File: src/rtl/irq_group_combiner.sv
module irq_group_combiner #(
  parameter int NUM_GROUPS = 64,
  parameter bit EXT_MODE   = 1'b0,
  parameter int EXT_LIMIT  = 64,
  localparam int NB = (NUM_GROUPS + 3) / 4,
  localparam int AW = $clog2(NB) + 3
) (
  input  logic                    clk,
  input  logic                    rst_n,
  input  logic [NUM_GROUPS*8-1:0] irq_in,
  input  logic [AW-1:0]           bus_addr,
  input  logic                    bus_wr,
  input  logic                    bus_rd,
  input  logic [31:0]             bus_wdata,
  output logic [31:0]             bus_rdata,
  output logic                    bus_err,
  output logic [NUM_GROUPS-1:0]   grp_out
);
  localparam int NG = NB * 4;
  localparam logic [AW-3:0] NB_L = (AW-2)'(NB);

  logic [NUM_GROUPS*8-1:0] sync1, sync2;
  logic [NG*8-1:0]  mask_q, pend;
  logic [NB*64-1:0] store_q;
  logic [NG-1:0]    act;
  logic [63:0]      summ;
  logic [31:0]      rd_val;
  logic [AW-3:0]    blk;
  logic [1:0]       word;
  logic             in_grp, wr_ok, illegal;

  assign blk     = bus_addr[AW-1:2];
  assign word    = bus_addr[1:0];
  assign in_grp  = blk < NB_L;
  assign wr_ok   = bus_wr && in_grp && !word[1];
  assign illegal = (bus_wr && !(in_grp && !word[1])) || (bus_rd && !in_grp && word[1]);

  always_ff @(posedge clk or negedge rst_n)
    if (!rst_n) begin
      sync1 <= '0;
      sync2 <= '0;
    end else begin
      sync1 <= irq_in;
      sync2 <= sync1;
    end

  always_comb begin
    pend = '0;
    for (int g = 0; g < NUM_GROUPS; g++)
      if (!(EXT_MODE && g >= EXT_LIMIT)) pend[g*8 +: 8] = sync2[g*8 +: 8];
  end

  always_comb
    for (int g = 0; g < NG; g++) act[g] = |(mask_q[g*8 +: 8] & pend[g*8 +: 8]);

  always_comb begin
    summ = '0;
    summ[NUM_GROUPS-1:0] = act[NUM_GROUPS-1:0];
  end

  assign grp_out = act[NUM_GROUPS-1:0];

  always_ff @(posedge clk or negedge rst_n)
    if (!rst_n) mask_q <= '0;
    else if (wr_ok) begin
      if (word[0]) mask_q[int'(blk)*32 +: 32] <= mask_q[int'(blk)*32 +: 32] & ~bus_wdata;
      else         mask_q[int'(blk)*32 +: 32] <= mask_q[int'(blk)*32 +: 32] | bus_wdata;
    end

  always_ff @(posedge clk or negedge rst_n)
    if (!rst_n) begin
      for (int i = 0; i < NB*2; i++)
        store_q[i*32 +: 32] <= (i >= 24 && i <= 27) ? 32'h0101_0101 : 32'h0;
    end else if (wr_ok)
      store_q[(int'(blk)*2 + int'(word[0]))*32 +: 32] <= bus_wdata;

  always_comb begin
    rd_val = '0;
    if (in_grp) begin
      case (word)
        2'd0, 2'd1: rd_val = store_q[(int'(blk)*2 + int'(word[0]))*32 +: 32];
        2'd2:       rd_val = pend[int'(blk)*32 +: 32];
        default:    rd_val = pend[int'(blk)*32 +: 32] & mask_q[int'(blk)*32 +: 32];
      endcase
    end else if (!word[1])
      rd_val = word[0] ? summ[63:32] : summ[31:0];
  end

  always_ff @(posedge clk or negedge rst_n)
    if (!rst_n) begin
      bus_rdata <= '0;
      bus_err   <= 1'b0;
    end else begin
      bus_err <= illegal;
      if (bus_rd) bus_rdata <= illegal ? 32'h0 : rd_val;
    end


  out_needs_mask_chk: assert property (@(posedge clk) disable iff (!rst_n)
    (mask_q == '0) |-> (grp_out == '0));


  illegal_no_effect_chk: assert property (@(posedge clk) disable iff (!rst_n)
    (bus_wr && illegal) |=> ($stable(mask_q) && bus_err));


  err_pulse_chk: assert property (@(posedge clk) disable iff (!rst_n)
    bus_err |-> $past(bus_wr || bus_rd));

  for (genvar k = 0; k < NB; k++) begin : g_chk

    set_bits_chk: assert property (@(posedge clk) disable iff (!rst_n)
      (wr_ok && !word[0] && int'(blk) == k) |=>
        ((mask_q[k*32 +: 32] & $past(bus_wdata)) == $past(bus_wdata)));

    clear_bits_chk: assert property (@(posedge clk) disable iff (!rst_n)
      (wr_ok && word[0] && int'(blk) == k) |=>
        ((mask_q[k*32 +: 32] & $past(bus_wdata)) == 32'h0));
  end
endmodule

File: config.mk
export PLATFORM = sky130hd
export DESIGN_NAME = irq_group_combiner
export DESIGN_NICKNAME = d
export VERILOG_FILES = /design/src/rtl/irq_group_combiner.sv
export SDC_FILE = /design/constraint.sdc
export NUM_CORES = 2
export LEC_CHECK = 0
export BUFFER_PORTS_ARGS = -buffer_cell sky130_fd_sc_hd__clkbuf_2
export CORE_MARGIN = 10
export CORE_UTILIZATION = 45
export CTS_BUF_LIST = sky130_fd_sc_hd__clkbuf_8
export DETAILED_ROUTE_END_ITERATION = 8
export PLACE_DENSITY = 0.69
export SETUP_SLACK_MARGIN = 0.1
export SLEW_MARGIN = 20
export SYNTH_ARGS = -nofsm -noshare
export SYNTH_HDL_FRONTEND = slang
export SYNTH_SLANG_ARGS = --single-unit
File: constraint.sdc
create_clock -name clk -period 2.6 [get_ports clk]
set_clock_uncertainty 0.2 [all_clocks]
set_input_delay 0.39 -clock clk [delete_from_list [all_inputs] [get_ports clk]]
set_output_delay 0.39 -clock clk [all_outputs]
set_load 0.02 [all_outputs]
==> flow_summary_export.csv <==
group,metric,value,unit
floorplanning,die_h,503,um
route,vias,95400,
place,port_buffers,651,
timing,tns,-25.68,ns
power_and_ir_drop,power,91400,uW
synth,synth_ff_type,"dfrtp_1",
timing,maxSlewViolCount,0,
outcome,status,"finished with violations",
cells_and_area,num-nets-final,12100,
synth,yosysSeqAreaShare,61.7,%
synth,ys_types,88,
cells_and_area,fin_util,63.3,%
timing,grt_setup_unrepaired,"true",
grt,overflow,0,
timing,whs,0.0639,ns
route,wirelength,509,mm
cells_and_area,layout_common_cells,"2489 x dfrtp_1, 1673 x nand2_1, 1108 x buf_4",
route,initialDrtViolationCount,13300,
critical_path,reg2reg_depth,11,
route,vias_per_cell,6.40,
critical_path,path_cells,"a22oi_2, nand4_1, buf_4, buf_8",
cells_and_area,drive_gt1_share,33.6,%
synth,syn-num-nets,9064,
synth,syn_avg_cell_area,12.4,um^2
place,place_congestion,1.05,
floorplanning,die_area,253000,um^2
grt,grt_first_pass_wirelength,716,mm
floorplanning,core-area,233000,um^2
place,hpwl,343,mm
outcome,violations,"negative setup slack",
critical_path,crit_path_top_delay_cell,"dfrtp_1",
timing,tightest_slew,0.795,ns
power_and_ir_drop,p_leak,0.0664,uW
clock_network,cts_root_buffer,"clkbuf_8",
critical_path,arrival,2.59,ns
timing,setup_viol,139,
critical_path,worstSetupPathType,"reg2out",
cells_and_area,area_delta_synth_final,40.0,%
power_and_ir_drop,p_per_area,621,nW/um^2
grt,grt_use_total,39.3,%
critical_path,critPathMaxStageDelay,0.41,ns
floorplanning,die-width,503,um
grt,grt_pass1_vias,98300,
critical_path,startpoint,"pend[45]",
floorplanning,num_rows,177,
route,final_antenna_net_count,0,
route,remaining_drc_errors,0,
clock_network,path_clk_slew,0.08,ns
clock_network,cts_tree,"built",
place,dpl_cell_area,123000,um^2
clock_network,cts-htree-levels,5,
worst_hold_path,hp-class,"in2reg",
timing,slew_headroom,46.9,%
critical_path,critPathCaptureType,"primary output",
cells_and_area,final_area,147000,um^2
cells_and_area,layout_commonest_cell,"dfrtp_1",
route,drtPass1Iterations,8,
synth,yosysWarnings,0,
synth,synth-async-reset-ratio,100,%
grt,grt_max_degree,120,
flow_run,drv_cap,0,
synth,ys_ff_latch,2593,
critical_path,path_max_fanout,2,
timing,hold_viol,0,
critical_path,reg2reg_slack,-0.18,ns
timing,final.setup.worst_slack,-0.576,ns
cells_and_area,nFillCells,16900,
worst_hold_path,min_from,"bus_wr",
timing,fin_crit,3.18,ns
timing,fmaxAchievable,315,MHz
synth,netlist_area,105000,um^2
clock_network,clock-sinks,2593,
worst_hold_path,whs_path_depth,4,
synth,synth_cells,8502,
worst_hold_path,holdPathEnd,"bus_err",
clock_network,numCtsBuffers,424,
clock_network,worstSkewPairLatency,1.19,ns
power_and_ir_drop,ir_worst_vdd,592,uV
critical_path,r2r-end,"mask_q[382]",
route,drt-wirelength-per-cell,34.1,um
grt,antenna_found_initial,53,
critical_path,worstPathRequired,2.01,ns
clock_network,clockBufferDepth,4,
floorplanning,start_util,45.2,%
critical_path,rr_startpoint,"mask_q[94]",
critical_path,startpoint_type,"flop",
floorplanning,pin_count,652,
timing,post-route-period-util,122,%
synth,synth_edf_count,0,
-- report_power, final --
| group | internal, uW | total [uW] | switching (uW) |
|---|---|---|---|
| Combinational | 4890 | 11200 | 6290 |
| Sequential | 41700 | 43000 | 1260 |
| Clock | 19700 | 37300 | 17600 |
| Total | 66300 | 91400 | 25100 |
-- metrics by stage --
| stage | instances | setup slack, ns |
|---|---|---|
| floorplan | 8502 | -1.18 |
| global placement | 12800 | -1.39 |
| detailed placement | 12800 | -1.22 |
| CTS | 14800 | -0.588 |
| global route | 14900 | -0.718 |
| finish | 14900 | -0.576 |
-- repair_timing --
item | 4_1_cts | 5_1_grt
buffers inserted | 200 | 68
resized for setup | 550 | 396
hold buffers | 1068 | 1
hold endpoints to repair | 4514 | 2
gates cloned | 3 | 4
pin swaps | 159 | 171
endpoints found under the setup margin | 192 | 788
-- cells by family after synthesis --
group                      count (synthesis)  share of synthesized area [%]
buffers and inverters                    669                           2.93
xor gates and xnor gates                  10                         0.0833
DFF                                     2593                           61.7
and+or+nand+nor                         2257                           8.89
muxes                                    863                           13.8
AOI/OAI and AO/OA                       2103                           12.5
adders and majority gates                  7                         0.0833
-- how the worst max path moves through the flow --
stage                     to  depth (start not counted)  slack (ns)
3_5_place_dp   bus_rdata[21]                         10       -1.22
3_3_place_gp   bus_rdata[16]                          9       -1.39
2_1_floorplan   store_q[194]                         19       -1.18
6_report          grp_out[5]                          4       -0.58
5_1_grt          grp_out[48]                          4       -0.72
4_1_cts          grp_out[27]                          5       -0.59
-- cells in the mapped netlist (all sizes together) (17+ instances only) --
cell type / instances / share of area, %
dfrtp: 2577 / 61
nand2: 1691 / 6.0
o21ai: 1064 / 5.1
clkbuf: 453 / 1.6
mux4: 438 / 9.5
a22oi: 373 / 2.8
o31ai: 234 / 1.7
mux2: 223 / 2.4
buf: 203 / 1.3
mux2i: 202 / 1.9
nor2: 159 / 0.57
nand3: 134 / 0.64
o22ai: 114 / 0.68
nand4: 91 / 0.54
a21oi: 86 / 0.41
and2: 53 / 0.32
a22o: 50 / 0.42
nor3: 41 / 0.21
a2111oi: 38 / 0.33
nor2b: 26 / 0.15
o41ai: 20 / 0.17
a221oi: 18 / 0.15
a211oi: 17 / 0.12
-- cell type report --
type	count	area (um^2)	area share, %
clock inverters	214	1400	0.949
well taps	3043	3810	2.59
repair buffers	3246	30100	20.4
diodes	43	108	0.0731
multi-input cells	5240	39600	26.9
inverters	13	53.8	0.0366
flip-flops and latches	2593	65000	44.2
clock buffers	523	7200	4.89
-- flip-flops by register name, summed over array words and instances (netlist names) --
signal and flops:
mask_q 512, store_q 1024, pend 512, sync1 512, bus_err 1, bus_rdata 32
-- critical path: cells and delay by family (launching register included) --
kind            cells  cell delay, ns
flops               1            0.41
compound gates      1            0.36
buf+inv             2            0.35
simple gates        1            0.29
-- metal layers --
layer	vias to the layer above	wire length [um]	track usage [%]
li1	37000	-	-
met1	47500	171000	46.4
met2	8312	217000	57.0
met3	2609	71700	16.4
met4	42	49000	29.7
met5	-	465	0.657
Power figures use the tool's default switching activity.
